### src/rtl/sio_rx_pkg.sv
package sio_rx_pkg;

    localparam int CHAR_W = 8;

    typedef enum logic [2:0] {
        ST_IDLE,
        ST_START,
        ST_DATA,
        ST_PAR,
        ST_STOP,
        ST_WAITHI
    } rx_state_e;

    typedef enum logic [1:0] {
        SMP_DATA,
        SMP_PAR,
        SMP_STOP
    } smp_kind_e;

    typedef struct packed {
        logic [1:0] len_code;
        logic       par_en;
        logic       par_even;
    } rx_cfg_t;

    typedef struct packed {
        logic      valid;
        smp_kind_e kind;
        logic      lvl;
    } sample_t;

    typedef struct packed {
        logic [CHAR_W-1:0] data;
        logic              par_err;
        logic              frm_err;
        logic              brk;
    } rx_result_t;

    // index of the final data bit for a length code (5..8 bits)
    function automatic logic [2:0] last_data_index(logic [1:0] code);
        return 3'd4 + {1'b0, code};
    endfunction

    // shift register fills from the top; move the character down to bit 0
    function automatic logic [CHAR_W-1:0] align_char(logic [CHAR_W-1:0] sh,
                                                      logic [1:0] code);
        return sh >> (2'd3 - code);
    endfunction

endpackage

### src/rtl/sio_rx_sync.sv
module sio_rx_sync #(
    parameter int STAGES = 2
) (
    input  logic clk,
    input  logic rst,
    input  logic din,
    output logic dout,
    output logic fall
);
    // chain[STAGES-1] is the synchronized level, chain[STAGES] its previous value
    logic [STAGES:0] chain;

    always_ff @(posedge clk) begin
        if (rst) chain <= '1;
        else     chain <= {chain[STAGES-1:0], din};
    end

    assign dout = chain[STAGES-1];
    assign fall = chain[STAGES] & ~chain[STAGES-1];
endmodule

### src/rtl/sio_rx_ctrl.sv
module sio_rx_ctrl
    import sio_rx_pkg::*;
#(
    parameter int OVERSAMPLE = 16
) (
    input  logic    clk,
    input  logic    rst,
    input  logic    tick,
    input  logic    line,
    input  logic    fall,
    input  rx_cfg_t cfg_in,
    output rx_cfg_t cfg,
    output sample_t smp
);
    localparam int CNT_W = $clog2(OVERSAMPLE);
    localparam logic [CNT_W-1:0] MID  = CNT_W'(OVERSAMPLE / 2 - 1);
    localparam logic [CNT_W-1:0] LAST = CNT_W'(OVERSAMPLE - 1);

    rx_state_e        st;
    logic [CNT_W-1:0] tcnt;
    logic [2:0]       bcnt;
    logic             at_mid, at_end;

    assign at_mid = tick && (tcnt == MID);
    assign at_end = tick && (tcnt == LAST);

    always_ff @(posedge clk) begin
        if (rst) begin
            st   <= ST_IDLE;
            tcnt <= '0;
            bcnt <= '0;
            cfg  <= '0;
        end else begin
            case (st)
                ST_IDLE: begin
                    if (fall) begin
                        st   <= ST_START;
                        tcnt <= '0;
                        cfg  <= cfg_in;
                    end
                end
                ST_START: begin
                    if (at_mid) begin
                        tcnt <= '0;
                        bcnt <= '0;
                        st   <= line ? ST_IDLE : ST_DATA;
                    end else if (tick) begin
                        tcnt <= tcnt + 1'b1;
                    end
                end
                ST_DATA: begin
                    if (at_end) begin
                        tcnt <= '0;
                        bcnt <= bcnt + 1'b1;
                        if (bcnt == last_data_index(cfg.len_code))
                            st <= cfg.par_en ? ST_PAR : ST_STOP;
                    end else if (tick) begin
                        tcnt <= tcnt + 1'b1;
                    end
                end
                ST_PAR: begin
                    if (at_end) begin
                        tcnt <= '0;
                        st   <= ST_STOP;
                    end else if (tick) begin
                        tcnt <= tcnt + 1'b1;
                    end
                end
                ST_STOP: begin
                    if (at_end) begin
                        tcnt <= '0;
                        st   <= ST_WAITHI;
                    end else if (tick) begin
                        tcnt <= tcnt + 1'b1;
                    end
                end
                ST_WAITHI: begin
                    if (line) st <= ST_IDLE;
                end
                default: st <= ST_IDLE;
            endcase
        end
    end

    always_comb begin
        smp.valid = 1'b0;
        smp.kind  = SMP_DATA;
        smp.lvl   = line;
        case (st)
            ST_DATA: smp.valid = at_end;
            ST_PAR: begin
                smp.valid = at_end;
                smp.kind  = SMP_PAR;
            end
            ST_STOP: begin
                smp.valid = at_end;
                smp.kind  = SMP_STOP;
            end
            default: smp.valid = 1'b0;
        endcase
    end
endmodule

### src/rtl/sio_rx_frame.sv
module sio_rx_frame
    import sio_rx_pkg::*;
(
    input  logic       clk,
    input  logic       rst,
    input  rx_cfg_t    cfg,
    input  sample_t    smp,
    input  logic       ack,
    output rx_result_t res,
    output logic       ready,
    output logic       overrun
);
    logic [CHAR_W-1:0] shreg;
    logic              par_acc;
    logic              all_zero;
    logic              unread;

    always_ff @(posedge clk) begin
        if (rst) begin
            shreg    <= '0;
            par_acc  <= 1'b0;
            all_zero <= 1'b1;
            unread   <= 1'b0;
            res      <= '0;
            ready    <= 1'b0;
            overrun  <= 1'b0;
        end else begin
            ready <= 1'b0;
            if (ack) begin
                unread  <= 1'b0;
                overrun <= 1'b0;
            end
            if (smp.valid) begin
                case (smp.kind)
                    SMP_DATA: begin
                        shreg    <= {smp.lvl, shreg[CHAR_W-1:1]};
                        par_acc  <= par_acc ^ smp.lvl;
                        all_zero <= all_zero & ~smp.lvl;
                    end
                    SMP_PAR: begin
                        par_acc  <= par_acc ^ smp.lvl;
                        all_zero <= all_zero & ~smp.lvl;
                    end
                    default: begin
                        res.data    <= align_char(shreg, cfg.len_code);
                        res.par_err <= cfg.par_en & (par_acc ^ ~cfg.par_even);
                        res.frm_err <= ~smp.lvl;
                        res.brk     <= all_zero & ~smp.lvl;
                        ready       <= 1'b1;
                        unread      <= 1'b1;
                        overrun     <= unread & ~ack;
                        shreg       <= '0;
                        par_acc     <= 1'b0;
                        all_zero    <= 1'b1;
                    end
                endcase
            end
        end
    end
endmodule

### src/rtl/sio_rx_sampler.sv
module sio_rx_sampler
    import sio_rx_pkg::*;
#(
    parameter int OVERSAMPLE  = 16,
    parameter int SYNC_STAGES = 2
) (
    input  logic        clk,
    input  logic        rst,
    input  logic        tick_en,
    input  logic        rxd,
    input  logic [1:0]  len_sel,
    input  logic [1:0]  par_sel,
    input  logic        rd_ack,
    output logic [7:0]  rx_byte,
    output logic        rx_ready,
    output logic        err_parity,
    output logic        err_frame,
    output logic        rx_break,
    output logic        rx_overrun
);
    logic       line_s, line_fall;
    rx_cfg_t    cfg_req, cfg_act;
    sample_t    smp;
    rx_result_t res;

    assign cfg_req = '{len_code: len_sel, par_en: par_sel[0], par_even: par_sel[1]};

    sio_rx_sync #(.STAGES(SYNC_STAGES)) u_sync (
        .clk  (clk),
        .rst  (rst),
        .din  (rxd),
        .dout (line_s),
        .fall (line_fall)
    );

    sio_rx_ctrl #(.OVERSAMPLE(OVERSAMPLE)) u_ctrl (
        .clk    (clk),
        .rst    (rst),
        .tick   (tick_en),
        .line   (line_s),
        .fall   (line_fall),
        .cfg_in (cfg_req),
        .cfg    (cfg_act),
        .smp    (smp)
    );

    sio_rx_frame u_frame (
        .clk     (clk),
        .rst     (rst),
        .cfg     (cfg_act),
        .smp     (smp),
        .ack     (rd_ack),
        .res     (res),
        .ready   (rx_ready),
        .overrun (rx_overrun)
    );

    assign rx_byte    = res.data;
    assign err_parity = res.par_err;
    assign err_frame  = res.frm_err;
    assign rx_break   = res.brk;
endmodule

### config.mk
export PLATFORM = sky130hd
export DESIGN_NAME = sio_rx_sampler
export DESIGN_NICKNAME = d
export VERILOG_FILES = /design/src/rtl/sio_rx_pkg.sv /design/src/rtl/sio_rx_sync.sv /design/src/rtl/sio_rx_ctrl.sv /design/src/rtl/sio_rx_frame.sv /design/src/rtl/sio_rx_sampler.sv
export SDC_FILE = /design/constraint.sdc
export NUM_CORES = 1
export LEC_CHECK = 0
export BUFFER_PORTS_ARGS = -buffer_cell sky130_fd_sc_hd__clkbuf_2
export CORE_MARGIN = 2
export CORE_UTILIZATION = 40
export CTS_CLUSTER_DIAMETER = 80
export CTS_CLUSTER_SIZE = 24
export DETAILED_ROUTE_END_ITERATION = 8
export GPL_TIMING_DRIVEN = 0
export PLACE_DENSITY_LB_ADDON = 0.15
export SETUP_SLACK_MARGIN = 0.3
export SYNTH_ARGS = -nofsm -noshare
export SYNTH_HDL_FRONTEND = slang
export SYNTH_SLANG_ARGS = --single-unit
### constraint.sdc
create_clock -name clk -period 4.7 [get_ports clk]
set_input_delay 0.47 -clock clk [delete_from_list [all_inputs] [get_ports clk]]
set_output_delay 0.47 -clock clk [all_outputs]
set_load 0.01 [all_outputs]
== After elaboration in Yosys (flattened, before gate mapping) ==
Index checks and enable logic that the tools add are counted.

* Logic and storage cells: 95
* Bits in registers: 41
* Input port bits: 9
* Output and inout port bits: 13

* Multiplexer cells: 30
* Shift operators: 1
* $add $sub $neg: 4
* Reduce and logical (&&, ||, !) cells: 15
* Eq/ne operators: 16
* Bitwise logic cells: 12

{| class="wikitable"
|+ Operators by type and width
! kind !! count
|-
| 3-bit two-way mux || 10
|-
| 3-bit one-hot mux with 6 select lines || 1
|-
| 4-bit two-way mux || 4
|-
| 8-bit one-hot mux with 2 select lines || 1
|-
| 4-bit one-hot mux with 3 select lines || 1
|-
| 1-bit two-way mux || 10
|-
| 2-bit by 1-bit != test with 1-bit output (second input constant) || 5
|-
| 2-bit AND reduction || 4
|-
| 8-bit by 2-bit >> shifter with 8-bit output || 1
|-
| 7-bit AND reduction || 1
|-
| 3-bit by 2-bit == test with 1-bit output (second input constant) || 2
|-
| 3-bit == test (second input constant) || 2
|-
| 1-bit inverter || 6
|-
| 3-bit one-hot mux with 2 select lines || 1
|-
| 4-bit by 1-bit adder with 4-bit output (second input constant) || 1
|-
| 1-bit AND || 4
|-
| 4-bit by 3-bit == test with 1-bit output (second input constant) || 1
|-
| 4-bit == test (second input constant) || 1
|-
| 2-bit != test (second input constant) || 2
|-
| 2-bit one-hot mux with 2 select lines || 1
|-
| 2-bit OR reduction || 2
|-
| 3-bit by 1-bit adder with 3-bit output (second input constant) || 1
|-
| 3-bit by 2-bit adder with 3-bit output (first input constant) || 1
|-
| 3-bit by 1-bit == test with 1-bit output (second input constant) || 1
|-
| other kinds (12) || 14
|}

== Depth between registers and ports, before layout ==
Gate-level depths: netlist of run 1.

* Depth after elaboration: 6
* Mapped depth: 8
* Gate-level depth less buffers: 5

== By module ==
A second synthesis of run 1 with hierarchy kept.

* Cells, all modules: 215
* Area total of the unflattened synthesis: 1931.9 sq um

{| class="wikitable"
|+ By module, submodules not included
! module !! seq. area each (sq um) !! area each (sq um) !! times used !! cells each
|-
| sio_rx_frame || 480.5 || 1024.7 || 1 || 110
|-
| sio_rx_ctrl || 280.3 || 822.0 || 1 || 98
|-
| sio_rx_sync || 60.1 || 85.1 || 1 || 7
|}

== Least setup slack after synthesis of run 1 ==
No wires, ideal clock.

* Path kind: reg2reg
* Start: reg u_ctrl.tcnt[0]
* End: reg u_ctrl.st[1]
* Required time: 4.577 ns
* Buffers on the path: 0
* Data arrival time: 1.547 ns
* Stages on the path, launching flop included: 6
* Period minus slack after synthesis: 1.671 ns
* Setup time: 0.123 ns
* Path slack: 3.029 ns
* Path through: dfxtp_1 -> ha_1 -> nand3_1 -> o31a_1 -> a21oi_2 -> mux2_1

* Cells in the longest elaborated chain, start to end: 4
* Elaborated cells between the ends (all ways): 9
* Those cells by class: eq/ne (6); reduce/logical (3)

{| class="wikitable"
|+ RTL lines
! what !! RTL line !! text
|-
| start, declared || sio_rx_ctrl.sv:20 || <nowiki>logic [CNT_W-1:0] tcnt;</nowiki>
|-
| start signal, assigned || sio_rx_ctrl.sv:48 || <nowiki>tcnt <= tcnt + 1'b1;</nowiki>
|-
| start signal, assigned || sio_rx_ctrl.sv:58 || <nowiki>tcnt <= tcnt + 1'b1;</nowiki>
|-
| start signal, assigned || sio_rx_ctrl.sv:66 || <nowiki>tcnt <= tcnt + 1'b1;</nowiki>
|-
| 4-bit == test or 4-bit by 3-bit == test with 1-bit output (tied branches) || sio_rx_ctrl.sv:25, sio_rx_ctrl.sv:24 ||
|-
| 1-bit logical AND (on tied branches) || sio_rx_ctrl.sv:25, sio_rx_ctrl.sv:24 ||
|-
| 2-bit by 1-bit != test with 1-bit output (no source line) || n/a ||
|-
| 7-bit AND reduction (no source line) * || n/a ||
|-
| end signal, assigned || sio_rx_ctrl.sv:46 || <nowiki>st <= line ? ST_IDLE : ST_DATA;</nowiki>
|-
| end signal, assigned || sio_rx_ctrl.sv:56 || <nowiki>st <= cfg.par_en ? ST_PAR : ST_STOP;</nowiki>
|-
| end, declared || sio_rx_ctrl.sv:19 || <nowiki>rx_state_e st;</nowiki>
|}

Mark *: on every way between the ends. The rest lies on a longest branch, timed or not.
A chain may end at the register's enable or synchronous reset.

== Final worst setup path of run 1 ==
* Start: reg u_ctrl.tcnt[1]
* End: reg u_ctrl.st[1]

Same word-level chain as after synthesis.

==> flow_summary.yaml, run 1 <==
setup_path:
  slowest_stage: "o31a_1"
  cp_data_arrival_time_ns: 2.11
  cpLargestDelayFamily: "compound AO/OA/AOI/OAI gates"
  crit_cells: 5
  cp_cell_sequence: "ha_1, nand3_1, o31a_1, a21oi_2, mux2_1"
  rr_startpoint: "u_ctrl.tcnt[1]$_SDFFE_PP0P_"
  critPathBufInv: 0
  cp.required_ns: 4.88
  startpoint_type: "flop"
  ff2ff_path_depth: 5
  cp-startpoint: "u_ctrl.tcnt[1]$_SDFFE_PP0P_"
  crit_path_end_kind: "flop"
  worstPathMaxFanout: 6
  slowest_delay_ns: 0.45
  critPathKind: "flop to flop"
sta:
  skew_ns: 0.00569
  worstMarginPinSlew_ns: 0.692
  hold_slack_ns: 0.341
  setup_violations: 0
  setup_ws_ns: 2.78
  fmax_mhz: 520
  fin_crit_sh_pct: 40.9
  slew_headroom_pct: 53.7
  drv_slew: 0
  fin_setup_tns_ns: 0
  rsz0062_at_grt: "no"
  hold_viol_final: 0
  period_minus_slack_ns: 1.92
synth:
  yosys_warnings: 0
  synthFlopType: "dfxtp_1"
  syn_nets: 225
  synth_seq_area_share_pct: 41.6
  async_reset_ff_share_pct: 0
  synth_cell_types: 48
  synth_enable_flop_cells: 0
  synth_cells: 214
  synth_area_per_cell_um2: 9.21
  ys_ff_latch: 41
  syn_area_mm2: 0.00197
finish:
  drive_gt1_share_pct: 22.7
  antenna_cells: 0
  fillers: 478
  nets: 253
  area_growth_pct: 14.8
clocking:
  clk_path_buf_depth: 2
  clk_latency_ns: 0.29
  cts.htree.levels: 2
  cts-buffers-inserted: 5
  cts_setup_buffers: 0
  clkTransAtPathRegs_ns: 0.08
  ctsHoldBuffers: 0
  cts_resized: 0
  cts_tree: "built"
  root_buffer: "clkbuf_8"
  cts_sinks: 41
placement:
  port_buffers: 21
  place_ws_ns: 2.78
  place.gp.congestion: 0.864
  dp_hpwl_mm: 3.12
route:
  routed_wl_mm: 4.25
  drc: 0
  drtIter0Drc: 137
  dr.pass1.iters: 4
  antenna_left: 0
  post_drt_wl_per_cell_um: 13.8
  detail_route.vias_per_cell: 5.28
  vias: 1631
global_routing:
  grt_max_degree: 13
  grt_pass1_wl_mm: 7.13
  gr-total-overflow: 0
  grt_usage_pct: 17.0
  antenna_found_initial: 0
  grt_pass1_vias: 1511
run:
  max-cap-violations: 0
outcome:
  status: "finished, final reports clean"
floorplanning:
  core_mm2: 0.00472
  ioPinCount: 22
  rows: 25
  initial_core_util_pct: 41.7
  die_area_mm2: 0.00551
  fp.dieW_um: 74.2
  fp.dieH_um: 74.2
hold_path:
  min_from: "rd_ack"
  holdCritPathClass: "input pin to flop"
  worstHoldPathCells: 2
power_and_ir_drop:
  p_per_area_mw_per_mm2: 316
  ir_drop_mv: 0.195
  leakagePower_nw: 0.872
layout make-up:
type                            count  area, um^2  area share [%]
Sequential cell                    41         821            36.2
Clock inverter                      2        35.0            1.55
Multi-Input combinational cell    154        1050            46.4
Inverter                            4        15.0           0.663
Tap cell                           67        83.8            3.70
Timing Repair Buffer               21         105            4.64
Buffer                             15        85.1            3.76
Clock buffer                        5        68.8            3.04
cells by family (layout without fill, tap and decap cells):
| logic type | Yosys count | count (layout) | synth area share [%] |
|---|---|---|---|
| and+or+nand+nor | 84 | 84 | 21.4 |
| DFF | 41 | 41 | 41.6 |
| xor gates and xnor gates | 6 | 6 | 2.67 |
| muxes | 14 | 14 | 9.20 |
| buffers and inverters | 19 | 47 | 5.08 |
| AOI/OAI and AO/OA | 48 | 48 | 18.7 |
| adders and majority gates | 2 | 2 | 1.27 |
worst register-to-register path, cell delays in order, from the launching register on:
cell	delay, ns
dfxtp_1	0.39
ha_1	0.21
nand3_1	0.24
o31a_1	0.45
a21oi_2	0.20
mux2_1	0.33
power by group:
group / internal [W] / switching [W] / leakage, nW
sequential: 0.000353 / 0.00000560 / 0.331
clock: 0.000154 / 0.000122 / 0.0540
combinational: 0.0000339 / 0.0000472 / 0.487
per-stage QoR:
stage	utilization, %	power, W	std cells	cell area [um^2]
floorplan	-	0.000427	214	1970
global placement	45.7	0.000447	302	2160
detailed placement	45.7	0.000447	302	2160
CTS	47.9	0.000721	309	2260
global route	47.9	0.000747	309	2260
finish	47.9	0.000716	309	2260
synthesized netlist by cell type, types with 2 or more instances:
cell / instances / share of area, %
a211oi_2: 2 / 1.3
buf_4: 2 / 0.76
nand2_1: 21 / 4.0
or2_2: 4 / 1.3
nand2b_1: 5 / 1.6
nor3b_1: 2 / 0.76
inv_1: 4 / 0.76
buf_2: 5 / 1.3
o211ai_1: 5 / 1.9
a21oi_1: 14 / 3.6
clkbuf_1: 6 / 1.1
ha_1: 2 / 1.3
nand4_1: 4 / 1.3
mux2_2: 2 / 1.1
mux2i_1: 8 / 4.1
buf_6: 2 / 1.1
a211o_1: 2 / 0.89
nand3_1: 5 / 1.3
nor2_1: 22 / 4.2
nand3b_1: 2 / 0.76
a31oi_1: 3 / 0.95
mux4_2: 3 / 3.4
a21o_1: 2 / 0.76
a22oi_1: 11 / 4.2
dfxtp_1: 41 / 42
nor3_1: 7 / 1.8
xnor2_1: 3 / 1.3
xor2_1: 3 / 1.3
and3_1: 2 / 0.63
nor2b_1: 2 / 0.63
cell usage in the layout (no fill, tap or decap), drive strengths merged, types with 5 or more instances in the layout:
cell and instances:
a22oi 11, nand3 5, mux2i 8, o211ai 5
nor2 22, a21oi 15, clkbuf 32, buf 9
nand2b 5, nor3 8, dfxtp 41, nand2 21
routing by layer:
| layer | part of all wire, % | up-vias | track usage, % |
|---|---|---|---|
| li1 | - | 825 | - |
| met1 | 51 | 767 | 23.6 |
| met2 | 44 | 32 | 25.6 |
| met3 | 3.6 | 7 | 4.34 |
| met4 | 1.3 | 0 | 6.35 |
| met5 | 0 | - | 0 |
registers in the layout, indices dropped and copies added (netlist names):
name,cells
u_frame.ready,1
u_frame.shreg,8
u_frame.all_zero,1
u_frame.par_acc,1
u_frame.unread,1
u_ctrl.bcnt,3
u_sync.chain,3
u_ctrl.cfg,4
u_ctrl.st,3
u_frame.overrun,1
u_frame.res,11
u_ctrl.tcnt,4
worst paths after layout:
kind	endpoint	slack (ns)
hold / removal	u_frame.overrun$_SDFF_PP0_	0.34
hold reg to reg	u_sync.chain[1]$_SDFF_PP1_	0.41
setup / recovery	u_ctrl.st[1]$_SDFFE_PP0P_	2.78
setup reg to reg	u_ctrl.st[1]$_SDFFE_PP0P_	2.78
(Power assumes the default switching activity.)
==> inputs of run 2 (changes only) <==
Settings changed: ABC_AREA from default to 1.
Clock period 4.7 ns to 2 ns, I/O delays scaled along.
==> flow_summary.yaml, run 2 <==
setup_path:
  startpoint_type: "flop"
  cp.required_ns: 2.18
  rrSetupSlack_ns: 0.43
  crit_path_end: "u_frame.res[5]$_SDFFE_PP0P_"
  rr_startpoint: "u_ctrl.tcnt[0]$_SDFFE_PP0P_"
  worstPathMaxFanout: 10
  critPathKind: "flop to flop"
  cp_data_arrival_time_ns: 1.76
  cp-startpoint: "u_ctrl.tcnt[0]$_SDFFE_PP0P_"
  crit_path_end_kind: "flop"
  r2r_end: "u_frame.res[5]$_SDFFE_PP0P_"
  ff2ff_path_depth: 9
finish:
  layout.area.seq_um2: 821
  nets: 296
  largest_reg_flops: 11
  area_growth_pct: 15.8
  finalNonFillerCells: 353
  drive_gt1_share_pct: 27.6
  top_regs: "u_frame.res: 11 flops, u_frame.shreg: 8 flops"
  fin_area_mm2: 0.00226
  post-route-util_pct: 47.9
  antenna_cells: 0
  final_common_cell: "nand2_1"
  final_cell_mix: "59 x nand2_1, 41 x dfxtp_1, 24 x inv_1"
  fillers: 478
  multi_input_area_um2: 976
  regMostFlops: "u_frame.res"
global_routing:
  grt_max_degree: 13
  grt_pass1_vias: 1379
  antenna_found_initial: 0
  gr-total-overflow: 0
  grt_pass1_wl_mm: 6.40
  grt_usage_pct: 15.3
power_and_ir_drop:
  pwr-share-clk_pct: 32.8
  p_int_w: 0.00144
  p_per_area_mw_per_mm2: 939
  combPwrFrac_pct: 24.1
  leakagePower_nw: 0.935
  ir_drop_mv: 0.394
  p_sw_w: 0.000678
  netSwitchingFraction_pct: 32.0
  p_seq_share_pct: 43.1
route:
  post_drt_wl_per_cell_um: 10.8
  vias: 1635
  routed_wl_mm: 3.82
  detail_route.vias_per_cell: 4.63
  drtIter0Drc: 84
  antenna_left: 0
  drc: 0
  dr.pass1.iters: 4
clocking:
  cts-buffers-inserted: 5
  ctsHoldBuffers: 0
  clkTransAtPathRegs_ns: 0.08
  cts_sinks: 41
  cts_setup_buffers: 0
  clk_latency_ns: 0.29
  cts.htree.levels: 2
  cts_tree: "built"
  root_buffer: "clkbuf_8"
  clk_path_buf_depth: 2
run:
  max-cap-violations: 0
synth:
  synth.top_cell.area_share_pct: 42.0
  synth_top_area_cell: "dfxtp_1"
  yosysMostFrequentCell: "nand2_1"
  syn_area_mm2: 0.00195
  synth_common_cells: "59 x nand2_1, 41 x dfxtp_1, 24 x inv_1"
  synth_seq_area_share_pct: 42.0
  yosys_warnings: 0
  synth_cells: 258
  synth_area_per_cell_um2: 7.57
  syn_nets: 269
  synth_cell_types: 30
  ys_ff_latch: 41
  synthFlopType: "dfxtp_1"
  async_reset_ff_share_pct: 0
  synth_enable_flop_cells: 0
  synthTopCellsByArea: "dfxtp_1 42%, nand2_1 11%, o21ai_0 4.9%"
floorplanning:
  ioPinCount: 22
  core_mm2: 0.00472
  fp.dieH_um: 73.9
  fp.dieW_um: 73.9
  rows: 25
  die_area_mm2: 0.00546
  initial_core_util_pct: 41.4
sta:
  period_minus_slack_ns: 1.57
  slew_headroom_pct: 56.0
  rsz0062_at_grt: "no"
  setup_violations: 0
  hold_slack_ns: 0.0856
  worstMarginPinSlew_ns: 0.659
  drv_slew: 0
  fin_crit_sh_pct: 78.6
  skew_ns: 0.00377
  fin_setup_tns_ns: 0
  hold_viol_final: 0
  fmax_mhz: 636
placement:
  place.gp.congestion: 0.778
  dp.cells: 345
  dp_hpwl_mm: 2.88
  port_buffers: 20
  placed_area_mm2: 0.00214
outcome:
  status: "finished, final reports clean"
hold_path:
  holdCritPathClass: "input pin to flop"
==> run 2: cell count changes after synthesis, sizes merged, moves of 4 or more <==
cell,change
clkbuf,-4
mux2i,-7
o211ai,-5
nand2b,-5
o21ai,+27
nor3,-5
inv,+28
a21oi,+7
nand3,+9
nand2,+52
a22oi,-11
buf,-5
==> run 2: worst min-delay path by stage <==
stage          start                         end  slack, ns  cells after the start
6_report         rxd  u_sync.chain[0]$_SDFF_PP1_       0.09                      2
5_1_grt          rxd  u_sync.chain[0]$_SDFF_PP1_       0.09                      2
4_1_cts          rxd  u_sync.chain[0]$_SDFF_PP1_       0.08                      2
3_5_place_dp     rxd  u_sync.chain[0]$_SDFF_PP1_       0.39                      2
3_3_place_gp     rxd  u_sync.chain[0]$_SDFF_PP1_       0.38                      2
2_1_floorplan    rxd  u_sync.chain[0]$_SDFF_PP1_       0.30                      1
==> run 2: cells by family after synthesis <==
family | count (synthesis) | synth area share, %
adders and majority gates | 2 | 1.28
AOI/OAI and AO/OA | 53 | 16.4
DFF | 41 | 42.0
muxes | 1 | 0.513
buffers and inverters | 39 | 8.39
xor gates and xnor gates | 4 | 1.79
and+or+nand+nor | 118 | 29.6
==> run 2: repair_timing <==
action                                  4_1_cts  5_1_grt
gates resized for setup                       0        2
endpoints found under the setup margin        0        4
endpoints found under the hold margin         0        0
==> run 2: worst max-delay path: stages (launching register included) <==
cell and delay, ns:
dfxtp_1 0.37, ha_2 0.22, nand3_1 0.11, nor2_2 0.17, nand3_2 0.16, nand2_1 0.11
inv_2 0.06, buf_6 0.13, nand2_1 0.07, o31ai_2 0.06
==> run 2: layer usage <==
| layer | share of wire (%) | up-vias | global-route usage (%) |
|---|---|---|---|
| li1 | - | 880 | - |
| met1 | 53 | 719 | 21.3 |
| met2 | 42 | 31 | 22.6 |
| met3 | 3.4 | 5 | 4.12 |
| met4 | 1.5 | 0 | 5.45 |
| met5 | 0 | - | 0 |
==> run 2: metrics by stage <==
stage | setup WS, ns | power [W]
2_1_floorplan | 0.599 | 0.00134
3_3_place_gp | 0.415 | 0.00145
3_5_place_dp | 0.422 | 0.00144
4_1_cts | 0.403 | 0.00214
5_1_grt | 0.310 | 0.00226
6_report | 0.427 | 0.00212
==> run 2: power by group through the flow <==
stage	registers [W]	clock network, W	logic, W
floorplan	0.000921	0	0.000422
global placement	0.000932	0	0.000514
detailed placement	0.000931	0	0.000511
CTS	0.000912	0.000715	0.000513
global route	0.000923	0.000747	0.000591
finish	0.000914	0.000696	0.000512
==> run 2: cell type report <==
type                    count  share of cell area, %
multi-input cells         178                   43.2
flip-flops and latches     41                   36.3
inverters                  33                   5.48
repair buffers             20                   4.43
clock buffers               7                   3.82
well taps                  67                   3.71
plain buffers               6                   1.77
clock inverters             1                   1.33
==> inputs of run 3 (changes only) <==
Clock period 2 ns to 1.4 ns, I/O delays scaled along.
==> flow_summary.yaml, run 3 (synthesized netlist as in run 2, its figures left out) <==
outcome:
  status: "complete, but fails checks"
  failed_checks: "negative setup slack"
global_routing:
  grt_pass1_wl_mm: 7.35
  grt_usage_pct: 17.6
  antenna_found_initial: 0
  grt_max_degree: 15
  grt_pass1_vias: 1585
  gr-total-overflow: 0
placement:
  place.gp.congestion: 0.814
  dp_hpwl_mm: 2.90
  placed_area_mm2: 0.00219
  port_buffers: 20
  place_ws_ns: -0.0773
sta:
  setup_violations: 10
  setup_ws_ns: -0.0153
  slew_headroom_pct: 55.2
  fmax_mhz: 707
  fin_crit_sh_pct: 101
  hold_viol_final: 0
  drv_slew: 0
  rsz0062_at_grt: "yes"
  worstMarginPinSlew_ns: 0.671
  period_minus_slack_ns: 1.42
  hold_slack_ns: 0.0252
  skew_ns: 0.00921
clocking:
  clk_latency_ns: 0.30
  cts-buffers-inserted: 5
  cts_sinks: 41
  cts.htree.levels: 2
  cts_tree: "built"
  clkTransAtPathRegs_ns: 0.09
  clk_path_buf_depth: 2
  root_buffer: "clkbuf_8"
finish:
  final_cell_mix: "42 x nand2_1, 36 x dfxtp_1, 28 x nand2_2"
  nets: 322
  fin_area_mm2: 0.00275
  fillers: 436
  drive_gt1_share_pct: 47.1
  antenna_cells: 0
  largest_reg_flops: 11
  regMostFlops: "u_frame.res"
  area_growth_pct: 40.7
  top_regs: "u_frame.res: 11 flops, u_frame.shreg: 8 flops"
  final_common_cell: "nand2_1"
  post-route-util_pct: 58.2
power_and_ir_drop:
  leakagePower_nw: 1.11
  p_per_area_mw_per_mm2: 1430
  ir_drop_mv: 0.832
route:
  antenna_left: 0
  routed_wl_mm: 4.55
  drtIter0Drc: 78
  vias: 1790
  detail_route.vias_per_cell: 4.72
  dr.pass1.iters: 4
  post_drt_wl_per_cell_um: 12.0
  drc: 0
floorplanning:
  initial_core_util_pct: 41.4
  fp.dieH_um: 73.9
  die_area_mm2: 0.00546
  ioPinCount: 22
  core_mm2: 0.00472
  fp.dieW_um: 73.9
  rows: 25
setup_path:
  cp_data_arrival_time_ns: 1.57
  critPathKind: "flop to flop"
  startpoint_type: "flop"
  crit_path_end_kind: "flop"
  worstPathMaxFanout: 8
  cp.required_ns: 1.56
hold_path:
  holdCritPathClass: "input pin to flop"
run:
  max-cap-violations: 0
[run 3: cell types whose count changed in the layout (fill, tap and decap cells not counted), sizes merged]
cell    before  now
bufinv       1    2
clkbuf      29   27
inv         32   33
nor2        22   23
buf          4   29
[run 3: worst paths after layout]
| path | cells past startpoint | start | slack [ns] | to |
|---|---|---|---|---|
| min reg2reg | 1 | u_sync.chain[0]$_SDFF_PP1_ | 0.42 | u_sync.chain[1]$_SDFF_PP1_ |
| max | 10 | u_ctrl.st[0]$_SDFFE_PP0P_ | -0.02 | u_frame.shreg[4]$_SDFFE_PP0P_ |
| max reg2reg | 10 | u_ctrl.st[0]$_SDFFE_PP0P_ | -0.02 | u_frame.shreg[4]$_SDFFE_PP0P_ |
| min | 2 | rxd | 0.03 | u_sync.chain[0]$_SDFF_PP1_ |
[run 3: repair_timing]
item,CTS,global route
hold endpoints to repair,0,0
setup endpoints to repair,38,38
cloned,1,1
setup buffers,14,10
resized for setup,24,45
pin swaps,13,11
hold buffers,0,0
[run 3: per-stage QoR]
stage	setup TNS, ns	power, W	cells
2_1_floorplan	0	0.00198	258
3_3_place_gp	-0.929	0.00213	345
3_5_place_dp	-0.746	0.00213	345
4_1_cts	0	0.00356	368
5_1_grt	-1.49	0.00413	379
6_report	-0.0572	0.00393	379
[run 3: final cells by class]
type | instances | area (um^2) | share of cell area, %
timing repair buffer | 45 | 315 | 11.5
clock buffer | 5 | 68.8 | 2.50
sequential | 41 | 835 | 30.4
tap | 67 | 83.8 | 3.05
inverter | 33 | 141 | 5.14
multi-input combinational | 179 | 1200 | 43.5
clock inverter | 3 | 68.8 | 2.50
buffer | 6 | 40.0 | 1.46
[run 3: where the power goes]
part	internal, W	switching [W]	total, W
combinational	0.000632	0.000784	0.00142
sequential	0.00125	0.000103	0.00136
clock	0.000718	0.000442	0.00116
[run 3: worst max-delay path, stage by stage (launching register included)]
cell and delay [ns]:
dfxtp_4 0.38, nor2_4 0.21, nand2_2 0.07, nand2_2 0.10, inv_2 0.05, nand2_2 0.05, nand2_2 0.10, inv_4 0.10
nand2_8 0.08, nand2_2 0.08, a21oi_2 0.04
[run 3: metal layers]
metal	GRT usage [%]	share of wire [%]	vias up	wire length, um
met1	23.5	46	797	2090
met4	6.87	2.0	0	93
met3	3.98	4.0	11	183
met5	0	0	-	0
li1	-	-	939	-
met2	27.4	48	43	2190
